==> config.mk <==
export PLATFORM = sky130hd
export DESIGN_NAME = cac_decoder
export DESIGN_NICKNAME = d
export VERILOG_FILES = /design/src/rtl/ddr_cmd_pkg.sv /design/src/rtl/cac_opclass.sv /design/src/rtl/cac_fields.sv /design/src/rtl/cac_decoder.sv
export SDC_FILE = /design/constraint.sdc
export NUM_CORES = 1
export LEC_CHECK = 0
export ABC_AREA = 1
export CAP_MARGIN = 15
export CORE_AREA = 4 4 112 93
export DETAILED_ROUTE_END_ITERATION = 7
export DIE_AREA = 0 0 116 97
export MAX_ROUTING_LAYER = met4
export PLACE_DENSITY = 0.68
export SLEW_MARGIN = 10
export SYNTH_ARGS = -nofsm -noshare
export SYNTH_HDL_FRONTEND = slang
export SYNTH_SLANG_ARGS = --single-unit
==> constraint.sdc <==
create_clock -name clk -period 2.45 [get_ports clk]
set_input_delay 0.3675 -clock clk [delete_from_list [all_inputs] [get_ports clk]]
set_output_delay 0.3675 -clock clk [all_outputs]
set_load 0.02 [all_outputs]
==> src/rtl/ddr_cmd_pkg.sv <==
`timescale 1ns/1ps
package ddr_cmd_pkg;
    localparam int CA_W   = 14;
    localparam int WORD_W = 2 * CA_W;
    localparam int ROW_W  = 17;
    localparam int COL_W  = 11;
    localparam int BANK_W = 2;
    localparam int BG_W   = 3;
    localparam int CID_W  = 4;
    localparam int MRA_W  = 8;
    localparam int CODE_W = 4;

    typedef enum logic [CODE_W-1:0] {
        CMD_NONE    = 4'd0,
        CMD_ACT     = 4'd1,
        CMD_RD      = 4'd2,
        CMD_WR      = 4'd3,
        CMD_WRP     = 4'd4,
        CMD_MRW     = 4'd5,
        CMD_MRR     = 4'd6,
        CMD_REF_ALL = 4'd7,
        CMD_REF_SB  = 4'd8,
        CMD_PRE_ALL = 4'd9,
        CMD_PRE_SB  = 4'd10,
        CMD_PRE     = 4'd11,
        CMD_MPC     = 4'd12
    } cmd_e;

    typedef struct packed {
        cmd_e               code;
        logic [BANK_W-1:0]  bank;
        logic [BG_W-1:0]    bg;
        logic [CID_W-1:0]   cid;
        logic [ROW_W-1:0]   row;
        logic [COL_W-1:0]   col;
        logic [MRA_W-1:0]   mra;
        logic               chop;
        logic [MRA_W-1:0]   sub;
        logic [WORD_W-1:0]  word;
    } dec_t;
endpackage

==> src/rtl/cac_opclass.sv <==
`timescale 1ns/1ps
module cac_opclass
    import ddr_cmd_pkg::*;
(
    input  logic [5:0] op_bits,
    input  logic       sel_bit,
    output cmd_e       kind,
    output logic       two_cyc,
    output logic       bad
);
    always_comb begin
        kind = CMD_NONE;
        bad  = 1'b0;
        unique casez (op_bits)
            6'b????00: kind = CMD_ACT;
            6'b?11101: kind = CMD_RD;
            6'b?01101: kind = CMD_WR;
            6'b101001: kind = CMD_WRP;
            6'b?00101: kind = CMD_MRW;
            6'b?10101: kind = CMD_MRR;
            6'b?10011: kind = sel_bit ? CMD_REF_SB : CMD_REF_ALL;
            6'b?01011: kind = sel_bit ? CMD_PRE_SB : CMD_PRE_ALL;
            6'b?11011: kind = CMD_PRE;
            6'b?01111: kind = CMD_MPC;
            default:   bad  = 1'b1;
        endcase
    end

    always_comb begin
        two_cyc = 1'b0;
        unique case (kind)
            CMD_ACT, CMD_RD, CMD_WR, CMD_WRP, CMD_MRW, CMD_MRR: two_cyc = 1'b1;
            default: two_cyc = 1'b0;
        endcase
    end
endmodule

==> src/rtl/cac_fields.sv <==
`timescale 1ns/1ps
module cac_fields
    import ddr_cmd_pkg::*;
(
    input  cmd_e            kind,
    input  logic [CA_W-1:0] first,
    input  logic [CA_W-1:0] second,
    output dec_t            dec
);
    logic [BANK_W-1:0] f_bank;
    logic [BG_W-1:0]   f_bg;
    logic [2:0]        f_cid;

    assign f_bank = first[7:6];
    assign f_bg   = first[10:8];
    assign f_cid  = first[13:11];

    always_comb begin
        dec      = '0;
        dec.code = kind;
        dec.word = {second, first};
        unique case (kind)
            CMD_ACT: begin
                dec.bank = f_bank;
                dec.bg   = f_bg;
                dec.cid  = {second[13], f_cid};
                dec.row  = {second[12:0], first[5:2]};
            end
            CMD_RD, CMD_WR: begin
                dec.bank = f_bank;
                dec.bg   = f_bg;
                dec.cid  = {second[13], f_cid};
                dec.col  = {second[7:0], 3'b000};
                dec.chop = first[5];
            end
            CMD_WRP: begin
                dec.bank = f_bank;
                dec.bg   = f_bg;
                dec.cid  = {second[13], f_cid};
                dec.col  = {second[7:0], 3'b000};
            end
            CMD_MRW, CMD_MRR: dec.mra = first[12:5];
            CMD_REF_ALL, CMD_PRE_ALL: dec.cid = {first[5], f_cid};
            CMD_REF_SB, CMD_PRE_SB: begin
                dec.cid  = {first[5], f_cid};
                dec.bank = f_bank;
            end
            CMD_PRE: begin
                dec.cid  = {first[5], f_cid};
                dec.bank = f_bank;
                dec.bg   = f_bg;
            end
            CMD_MPC: dec.sub = first[12:5];
            default: dec = '0;
        endcase
    end
endmodule

==> src/rtl/cac_decoder.sv <==
`timescale 1ns/1ps
module cac_decoder
    import ddr_cmd_pkg::*;
(
    input  logic              clk,
    input  logic              rst_n,
    input  logic              cs_n,
    input  logic [CA_W-1:0]   ca,
    output logic              cmd_valid,
    output logic [CODE_W-1:0] cmd_code,
    output logic [BANK_W-1:0] cmd_bank,
    output logic [BG_W-1:0]   cmd_bg,
    output logic [CID_W-1:0]  cmd_cid,
    output logic [ROW_W-1:0]  cmd_row,
    output logic [COL_W-1:0]  cmd_col,
    output logic [MRA_W-1:0]  cmd_mra,
    output logic              cmd_chop,
    output logic [MRA_W-1:0]  cmd_sub,
    output logic [WORD_W-1:0] cmd_word,
    output logic              cmd_illegal
);
    typedef enum logic {ST_FIRST, ST_SECOND} phase_e;

    phase_e          state_q, state_d;
    logic [CA_W-1:0] held_q;
    cmd_e            held_kind_q;
    cmd_e            live_kind, f_kind;
    logic            live_two, live_bad;
    logic [CA_W-1:0] f_in, s_in;
    dec_t            dec, out_q;
    logic            valid_q, illegal_q;
    logic            second_phase;

    cac_opclass u_cls (
        .op_bits (ca[5:0]),
        .sel_bit (ca[10]),
        .kind    (live_kind),
        .two_cyc (live_two),
        .bad     (live_bad)
    );

    always_comb begin
        if (state_q == ST_SECOND) begin
            f_kind = held_kind_q;
            f_in   = held_q;
            s_in   = ca;
        end else begin
            f_kind = live_kind;
            f_in   = ca;
            s_in   = '0;
        end
    end

    cac_fields u_fld (
        .kind   (f_kind),
        .first  (f_in),
        .second (s_in),
        .dec    (dec)
    );

    always_comb begin
        state_d = state_q;
        unique case (state_q)
            ST_FIRST:  if (!cs_n && !live_bad && live_two) state_d = ST_SECOND;
            ST_SECOND: state_d = ST_FIRST;
            default:   state_d = ST_FIRST;
        endcase
    end

    always_ff @(posedge clk) begin
        if (!rst_n) state_q <= ST_FIRST;
        else        state_q <= state_d;
    end

    always_ff @(posedge clk) begin
        if (!rst_n) begin
            held_q      <= '0;
            held_kind_q <= CMD_NONE;
        end else if (state_q == ST_FIRST && !cs_n && !live_bad && live_two) begin
            held_q      <= ca;
            held_kind_q <= live_kind;
        end
    end

    always_ff @(posedge clk) begin
        if (!rst_n) begin
            valid_q   <= 1'b0;
            illegal_q <= 1'b0;
            out_q     <= '0;
        end else begin
            valid_q   <= 1'b0;
            illegal_q <= 1'b0;
            out_q     <= '0;
            unique case (state_q)
                ST_FIRST: begin
                    if (!cs_n) begin
                        if (live_bad) begin
                            illegal_q <= 1'b1;
                        end else if (!live_two) begin
                            valid_q <= 1'b1;
                            out_q   <= dec;
                        end
                    end
                end
                ST_SECOND: begin
                    valid_q <= 1'b1;
                    out_q   <= dec;
                end
                default: ;
            endcase
        end
    end

    assign second_phase = (state_q == ST_SECOND);

    assign cmd_valid   = valid_q;
    assign cmd_illegal = illegal_q;
    assign cmd_code    = out_q.code;
    assign cmd_bank    = out_q.bank;
    assign cmd_bg      = out_q.bg;
    assign cmd_cid     = out_q.cid;
    assign cmd_row     = out_q.row;
    assign cmd_col     = out_q.col;
    assign cmd_mra     = out_q.mra;
    assign cmd_chop    = out_q.chop;
    assign cmd_sub     = out_q.sub;
    assign cmd_word    = out_q.word;
endmodule

Word level (Yosys, flattened, before mapping):

Cells that the tools add are included.

* input bits: 17
* output and inout port bits: 88
* bits in registers: 107

* mux-type cells: 28
* bitwise logic cells: 2
* equal/unequal tests: 27
* reductions and logical operators: 18

Operator list (number)
* 86-bit two-way mux: 3
* 86-bit case mux with 2 select lines: 1
* 4-bit case mux with 10 select lines: 1
* 4-bit by 3-bit == test with 1-bit output, second input constant: 7
* 14-bit two-way mux: 2
* 28-bit two-way mux: 1
* 4-bit == test, second input constant: 5
* 5-bit == test, second input constant: 4
* 17-bit two-way mux: 1
* 4-bit by 2-bit == test with 1-bit output, second input constant: 4
* 8-bit two-way mux: 2
* 5-bit by 4-bit == test with 1-bit output, second input constant: 3
* 4-bit two-way mux: 3
* 12-bit OR reduction: 1
* 11-bit two-way mux: 1
* 10-bit OR reduction: 1
* 5-bit OR reduction: 2
* 4-bit by 1-bit == test with 1-bit output, second input constant: 2
* 4-bit case mux with 2 select lines: 1
* 1-bit two-way mux: 7
* 7-bit OR reduction: 1
* 6-bit == test, second input constant: 1
* 3-bit OR reduction: 2
* 6-bit OR reduction: 1
* other kinds (10): 18

Depth between registers and ports, before layout:

Gate-level depths: netlist of the first run.

* word-level depth: 10
* mapped depth: 14
* depth with buffers taken out: 13

Cells and area by module:

From an unflattened synthesis of the first run, not the netlist that was laid out.

* cell total of the unflattened synthesis: 689
* area total of the unflattened synthesis: 4554.4 µm²

By module, submodules not included
* cac_decoder: cells an instance 469, area each 3649.8 µm², seq. area each 2142.1 µm², instances 1
* cac_fields: cells an instance 174, area each 696.9 µm², seq. area each 0.0 µm², instances 1
* cac_opclass: cells an instance 46, area each 207.7 µm², seq. area each 0.0 µm², instances 1

Least setup slack after synthesis of the first run:

No wires, ideal clock.

* kind: input to register
* start point: input port ca[2]
* end point: register out_q, in the netlist cmd_word[2]
* setup time: 122 ps
* path buffers: 2
* arrival time: 1636 ps
* slack: 692 ps
* stages on the path: 14
* path through: buf_2 nand2_1 inv_2 nand3_2 nand2_1 nor2_2 nand3_2 nand2_4 nand2_2 nand2_2 nand3_4 nand2_4 buf_6 nor2_2

* cells in the longest elaborated chain, start to end: 10
* elaborated cells between the ends (all ways): 39
* those cells by class: 27 x eq/ne; 9 x mux; 3 x reduce/logical

RTL lines
* from (decl): line cac_decoder.sv:8 `input logic [CA_W-1:0] ca,`
* 6-bit == test (tied with other cells): line cac_opclass.sv:14 `unique casez (op_bits)`
* 4-bit case mux with 10 select lines: line cac_opclass.sv:14
* 4-bit two-way mux: line cac_decoder.sv:43 `if (state_q == ST_SECOND) begin`
* 4-bit by 1-bit == test with 1-bit output (tied with other cells): line cac_fields.sv:22 `unique case (kind)`
* 12-bit OR reduction (no source line)
* 28-bit two-way mux: line cac_fields.sv:22
* 86-bit two-way mux: line cac_decoder.sv:99 `end else if (!live_two) begin`
* 86-bit two-way mux: line cac_decoder.sv:97 `if (live_bad) begin`
* 86-bit two-way mux: line cac_decoder.sv:96 `if (!cs_n) begin`
* 86-bit case mux with 2 select lines (*): line cac_decoder.sv:94 `unique case (state_q)`
* to (signal assigned): line cac_decoder.sv:93 `out_q <= '0;`
* to (signal assigned): line cac_decoder.sv:101 `out_q <= dec;`
* to (signal assigned): line cac_decoder.sv:107 `out_q <= dec;`
* to (decl): line cac_decoder.sv:30 `dec_t dec, out_q;`

Mark *: on every way between the ends. The rest lies on a longest branch, timed or not.
A chain may end at the register's enable or synchronous reset.

Worst setup path after layout of the first run:

* start point: input port ca[2]
* end point: register out_q, in the netlist cmd_cid[2]

* cells in the longest elaborated chain, start to end: 10
* elaborated cells between the ends (all ways): 36
* those cells by class: 24 x eq/ne; 8 x mux; 4 x reduce/logical

RTL lines (line)
* 6-bit == test (tied with other cells): cac_opclass.sv:14
* 4-bit case mux with 10 select lines: cac_opclass.sv:14
* 4-bit two-way mux: cac_decoder.sv:43
* 4-bit by 3-bit == test with 1-bit output (tied with other cells): cac_fields.sv:22
* 5-bit OR reduction (no source line) or 4-bit OR reduction (tied branches)
* 4-bit case mux with 2 select lines: cac_fields.sv:22
* 86-bit two-way mux: cac_decoder.sv:99
* 86-bit two-way mux: cac_decoder.sv:97
* 86-bit two-way mux: cac_decoder.sv:96
* 86-bit case mux with 2 select lines (*): cac_decoder.sv:94

Marked as above.

==> flow_summary_export.csv, run 1 <==
group,metric,value,unit
setup_path,cpLargestDelayFamily,"simple AND/OR/NAND/NOR gates",
setup_path,slowest_delay,0.56,ns
final_layout,antenna_cells,0,
synth,syn_inst,432,
synth,synth-async-reset-ratio,0,
placement,gp_congestion,0.871,
timing,setup_viol,0,
drt,drc_errors,0,
outcome,outcome,"finished clean",
global_routing,grt_pass1_wl,14800,um
setup_path,reg2reg_setup_slack,0.68,ns
timing,drv_slew,0,
synth,syn_avg_cell_area,8.45,um^2
global_routing,gr-total-overflow,0,
drt,num_vias,3097,
synth,synth_fa_ha_area_frac,0,
placement,dp_hpwl,7020,um
setup_path,reg2reg_from,"second_phase$_SDFF_PP0_",
synth,yosysWarnings,0,
synth,yosysSeqAreaShare,0.570,
clock_network,cts-resized-gates,0,
setup_path,critical_path_class,"in2reg",
run,max_cap_violations,0,
power,p_total,3.38,mW
synth,synth_compound_area_frac,0.0847,
synth,synth_top_family_by_area,"simple AND/OR/NAND/NOR gates",
setup_path,cp.arrival,2.38,ns
setup_path,cp-end-kind,"register",
clock_network,clkSlewWorstSetupHoldPaths,0.07,ns
timing,hold_violations,0,
drt,wl,9230,um
die,initial_core_util,0.390,
clock_network,htreeDepth,3,
global_routing,grt_max_degree,42,
clock_network,cts_tree,"done",
setup_path,r2r.worst_path.cells,8,
setup_path,cp.required,2.68,ns
die,core_region_area,9370,um^2
power,ir_drop,0.000415,V
synth,yosysUniqueCellTypes,30,
clock_network,cts.sinks,104,
final_layout,drive_gt1_frac,0.140,
synth,yosys.area.top_type_share,0.570,
placement,preCtsSetupSlack,-0.0211,ns
timing,fin_crit,2.15,ns
synth,synth_commonest_cells,"dfxtp_1 (104), nor2_1 (69), nand2_1 (61), inv_1 (31), o21ai_0 (29)",
setup_path,worst-path-stages,13,
global_routing,antenna_found_initial,0,
drt,wl_per_cell,14.0,um
timing,skew,0.00470,ns
timing,period_share,0.877,
placement,io_buffers,101,
drt,via_per_inst,4.69,
synth,synth.ff_latch_count,104,
synth,synth_edf_count,0,
clock_network,clockRootBuffer,"clkbuf_16",
synth,synth_ff_type,"dfxtp_1",
global_routing,first_global_vias,2946,
synth,netlist_area,3650,um^2
synth,synth_area_leaders,"dfxtp_1 (57%), nor2_1 (7.1%), nand2_1 (6.3%), o21ai_0 (4.0%), inv_1 (3.2%)",
hold_path,hold_class,"reg2reg",
drt,first_pass_iters,4,
synth,yosysTopAreaCell,"dfxtp_1",
clock_network,cts_setup_buffers,0,
clock_network,clockBufferDepth,2,
timing,max_freq,465,MHz
setup_path,r2r_end,"cmd_cid[2]$_SDFF_PN0_",
synth,synth-simple-area-share,0.269,
die,io_pins,105,
setup_path,critPathMaxFanout,8,
setup_path,crit_buf_inv,3,
timing,fin_tns_setup,0,ns
synth,synth_xor_area_frac,0,
die,placement_rows,32,
die,die-area,11300,um^2
setup_path,cp_cell_sequence,"clkdlybuf4s50_1 > nand2_1 > inv_2 > nand3_2 > nand2_1 > nor2_2 > nand3_2 > nand2_4 > inv_1 > nand2_1 > nand3_1 > nor2_1 > nor2_1",
synth,yosysMostFrequentCell,"dfxtp_1",
setup_path,critPathLaunch,"ca[2]",
clock_network,insertion_delay,0.34,ns
power,power.density,664,nW/um^2
setup_path,worstSetupEndpoint,"cmd_cid[2]$_SDFF_PN0_",
final_layout,nets,554,
die,die_w,116,um
clock_network,postCtsHoldBufs,0,
clock_network,numCtsBuffers,9,
die,fp.dieH,97,um
setup_path,slowest_stage,"clkdlybuf4s50_1",
timing,rsz0062_at_grt,"no",
setup_path,critPathLaunchType,"input port",
global_routing,grt_usage,0.172,
power,p_leak,2.00,nW
drt,ant_nets,0,
final_layout,syn_to_final_growth,39.4,%
synth,muxShareOfSynthArea,0,
drt,drt_iter0_drc,148,
setup_path,crit_top_cell,"nand2_1",
timing,fin_ws,0.302,ns
[power by group]
part / switching (mW) / internal (mW) / total [mW] / leakage, nW
Sequential: 0.00716 / 1.72 / 1.72 / 0.840
Clock: 0.622 / 0.695 / 1.32 / 0.128
Combinational: 0.220 / 0.117 / 0.336 / 1.03
Total: 0.849 / 2.53 / 3.38 / 2.00
[per-stage QoR]
stage	utilization	hold slack (ns)	cell area (um^2)	instances
after floorplan	-	0.415	3660	434
after global placement	0.513	0.422	4810	645
after detailed placement	0.513	0.424	4810	645
after CTS	0.543	0.436	5090	661
after global routing	0.543	0.467	5090	661
final	0.543	0.438	5090	661
[cells by family (layout without fill, tap and decap cells)]
logic type / after synthesis / in the layout
flip-flops: 104 / 104
buffers and inverters: 63 / 171
AND/OR/NAND/NOR: 205 / 205
other: 1 / 3
AO/OA/AOI/OAI: 59 / 59
[how the worst min path moves through the flow]
stage	start	end	slack (ns)	cells after the start
finish	held_q[1]$_SDFFE_PN0P_	held_q[1]$_SDFFE_PN0P_	0.44	2
global route	held_q[1]$_SDFFE_PN0P_	held_q[1]$_SDFFE_PN0P_	0.47	2
CTS	held_q[1]$_SDFFE_PN0P_	held_q[1]$_SDFFE_PN0P_	0.44	2
detailed placement	held_q[1]$_SDFFE_PN0P_	held_q[1]$_SDFFE_PN0P_	0.42	2
global placement	held_q[1]$_SDFFE_PN0P_	held_q[1]$_SDFFE_PN0P_	0.42	2
floorplan	held_q[1]$_SDFFE_PN0P_	held_q[1]$_SDFFE_PN0P_	0.41	2
[worst register-to-register path, cell delays in order (launching register included)]
cell,delay [ns]
dfxtp_1,0.33
buf_4,0.34
nand2_1,0.18
nand2_4,0.15
inv_1,0.08
nand2_1,0.10
nand3_1,0.17
nor2_1,0.25
nor2_1,0.07
[final cells by class]
cell class / instances / area, um^2
clock buffer: 9 / 225
clock inverter: 7 / 53.8
fill: 894 / 4280
inverter: 41 / 154
multi-input combinational: 267 / 1300
sequential: 104 / 2080
tap: 119 / 149
timing repair buffer: 114 / 1120
[flip-flops by register name, summed over array words and instances, names as in the netlist]
name          count
cmd_illegal       1
held_kind_q       4
cmd_sub           8
cmd_bank          2
cmd_row          17
cmd_bg            3
cmd_code          4
cmd_valid         1
cmd_col           8
held_q           14
cmd_mra           8
cmd_cid           4
cmd_chop          1
cmd_word         28
second_phase      1
[layout by cell type, fill, tap and decap left out, types with 4 or more instances in the layout]
master             n
buf_4             12
o21ai_0           29
a21oi_1           17
nor3_1             6
nand3_2            8
nor2_2            14
nand2_2            5
inv_1             31
or2_2              6
clkdlybuf4s50_1  101
nand4_1            4
nor2_1            69
clkbuf_16          9
nand3_1           23
a31oi_1           11
nand2_1           61
inv_2              9
dfxtp_1          104
[routing by layer]
layer / up-vias / track usage / wire [um]
li1: 1573 / - / -
met1: 1373 / 0.224 / 4330
met2: 131 / 0.248 / 3860
met3: 20 / 0.0607 / 851
met4: 0 / 0.0580 / 189
met5: - / - / 0
Power figures use the tool's default switching activity.
==> inputs of run 2 (changes only) <==
CORE_AREA = 2 2 110 91   (was 4 4 112 93)
DIE_AREA = 0 0 112 93   (was 0 0 116 97)
==> run 2 against run 1 <==
Net effect:
- via count rose by 0.58%
- maximum frequency fell by 0.27%
- critical endpoint is now cmd_bg[1]$_SDFF_PN0_
- clock power rose by 8%
- clock skew barely moved
- largest power group unchanged
- flip-flop and latch count did not move
- highest routed layer unchanged
- combinational power barely moved
==> flow_summary_export.csv, run 2 (synthesized netlist as in run 1, its figures left out) <==
group,metric,value,unit
die,initial_core_util,0.390,
global_routing,antenna_found_initial,0,
timing,hold_violations,0,
setup_path,crit_buf_inv,2,
setup_path,reg2reg_from,"second_phase$_SDFF_PP0_",
drt,wl_per_cell,13.8,um
timing,fin_crit,2.15,ns
clock_network,clockRootBuffer,"clkbuf_16",
die,die-area,10400,um^2
drt,drt_iter0_drc,143,
global_routing,gr-total-overflow,0,
setup_path,slowest_stage,"clkdlybuf4s50_1",
final_layout,mostFrequentLayoutCells,"dfxtp_1 (104), clkdlybuf4s50_1 (101), nor2_1 (69), nand2_1 (61), inv_1 (31)",
timing,skew,0.00476,ns
clock_network,numCtsBuffers,9,
hold_path,hold_class,"reg2reg",
die,fp.dieH,93,um
setup_path,r2r_end,"cmd_bg[1]$_SDFF_PN0_",
drt,num_vias,3115,
die,die_w,112,um
setup_path,critical_path_class,"in2reg",
power,ir_drop,0.000390,V
die,io_pins,105,
setup_path,cp-end-kind,"register",
die,placement_rows,32,
power,p_sw,0.855,mW
setup_path,r2r.worst_path.cells,8,
placement,place_inst,645,
setup_path,slowest_delay,0.63,ns
final_layout,nFillCells,894,
setup_path,reg2reg_setup_slack,0.62,ns
setup_path,cpLargestDelayFamily,"simple AND/OR/NAND/NOR gates",
placement,dp_hpwl,6930,um
timing,worst_hold_slack,0.436,ns
timing,rsz0062_at_grt,"no",
power,intPower,2.64,mW
clock_network,cts_setup_buffers,0,
final_layout,layout_commonest_cell,"dfxtp_1",
global_routing,first_global_vias,2850,
drt,drc_errors,0,
clock_network,cts.sinks,104,
power,p_leak,2.01,nW
drt,first_pass_iters,5,
drt,wl,9140,um
timing,drv_slew,0,
clock_network,htreeDepth,3,
placement,gp_congestion,0.931,
timing,max_freq,464,MHz
setup_path,worstSetupEndpoint,"cmd_bg[1]$_SDFF_PN0_",
outcome,outcome,"finished clean",
final_layout,final_cell_count_no_fill,661,
setup_path,cp_cell_sequence,"clkdlybuf4s50_1 > nor2_2 > nand2_1 > nand2_1 > nor2_1 > nand3_2 > nand2_4 > inv_2 > nand3_2 > nand3_1 > nor2_1 > nor2_1",
final_layout,syn_to_final_growth,39.7,%
global_routing,grt_pass1_wl,14500,um
power,netSwitchingFraction,0.245,
setup_path,critPathLaunchType,"input port",
global_routing,grt_max_degree,42,
timing,setup_viol,0,
clock_network,cts_tree,"done",
timing,maxSlewHeadroom,0.673,
clock_network,insertion_delay,0.34,ns
power,pwr-share-seq,0.494,
power,comb_power_share,0.096,
global_routing,grt_usage,0.182,
die,core_region_area,9370,um^2
run,max_cap_violations,0,
setup_path,cp.required,2.67,ns
placement,io_buffers,101,
setup_path,cp.arrival,2.37,ns
drt,via_per_inst,4.71,
final_layout,antenna_cells,0,
power,p_total,3.49,mW
timing,worstMarginPinSlew,0.486,ns
setup_path,critPathMaxFanout,7,
power,p_clk_frac,0.410,
timing,period_share,0.879,
drt,ant_nets,0,
clock_network,postCtsHoldBufs,0,
clock_network,cts-resized-gates,0,
setup_path,crit_top_cell,"nor2_1",
final_layout,drive_gt1_frac,0.138,
clock_network,clockBufferDepth,2,
setup_path,critPathLaunch,"ca[2]",
clock_network,clkSlewWorstSetupHoldPaths,0.07,ns
power,power.density,685,nW/um^2
final_layout,nets,554,
setup_path,worst-path-stages,12,
final_layout,largest_register_ffs,28,
## run 2: cell types whose count changed in the layout (fill, tap and decap cells not counted)
cell | previous run | this run
buf_4 | 12 | 13
bufinv_16 | 0 | 1
clkbuf_1 | 0 | 1
clkinv_4 | 1 | 0
clkinvlp_4 | 3 | 2
buf_12 | 1 | 0
clkinv_2 | 1 | 0
inv_8 | 0 | 1
## run 2: layout make-up
type	instances	area, um^2	area share
Sequential cell	104	2080	0.408
Multi-Input combinational cell	267	1300	0.256
Timing Repair Buffer	114	1110	0.217
Clock buffer	10	229	0.0449
Inverter	41	154	0.0302
Tap cell	119	149	0.0292
Clock inverter	6	73.8	0.0145
## run 2: layer usage
layer  vias to the layer above  GRT usage  wire length (um)
met5                         -          -                 0
met4                         0     0.0407                74
met3                         5     0.0745               894
met2                       134      0.267              3910
met1                      1403      0.238              4250
li1                       1573          -                 -
## run 2: metrics by stage
stage	TNS (ns)	util	setup slack, ns	area [um^2]
2_1_floorplan	0	-	0.692	3660
6_report	0	0.544	0.296	5100
5_1_grt	0	0.544	0.141	5100
3_5_place_dp	-0.0583	0.512	-0.0283	4800
4_1_cts	0	0.544	0.325	5100
3_3_place_gp	0	0.512	0.0191	4800
## run 2: power groups by stage
stage          clock network [mW]  logic (mW)  registers [mW]
3_3_place_gp                    0       0.327            1.76
3_5_place_dp                    0       0.332            1.76
2_1_floorplan                   0       0.202            1.78
6_report                     1.43       0.335            1.72
5_1_grt                      1.52       0.368            1.72
4_1_cts                      1.46       0.334            1.72
## run 2: worst min-delay path by stage
| stage | start | end | slack, ns | cells after the start |
|---|---|---|---|---|
| finish | held_q[1]$_SDFFE_PN0P_ | held_q[1]$_SDFFE_PN0P_ | 0.44 | 2 |
| detailed placement | held_q[1]$_SDFFE_PN0P_ | held_q[1]$_SDFFE_PN0P_ | 0.43 | 2 |
| global placement | held_q[1]$_SDFFE_PN0P_ | held_q[1]$_SDFFE_PN0P_ | 0.42 | 2 |
| floorplan | held_q[1]$_SDFFE_PN0P_ | held_q[1]$_SDFFE_PN0P_ | 0.41 | 2 |
| global route | held_q[1]$_SDFFE_PN0P_ | held_q[1]$_SDFFE_PN0P_ | 0.45 | 2 |
| CTS | held_q[1]$_SDFFE_PN0P_ | held_q[1]$_SDFFE_PN0P_ | 0.44 | 2 |
## run 2: worst register-to-register path, stage by stage, from the launching register on
cell	delay, ns
dfxtp_1	0.33
buf_4	0.36
nand2_1	0.16
nand2_4	0.14
inv_2	0.07
nand3_2	0.14
nand3_1	0.17
nor2_1	0.26
nor2_1	0.08
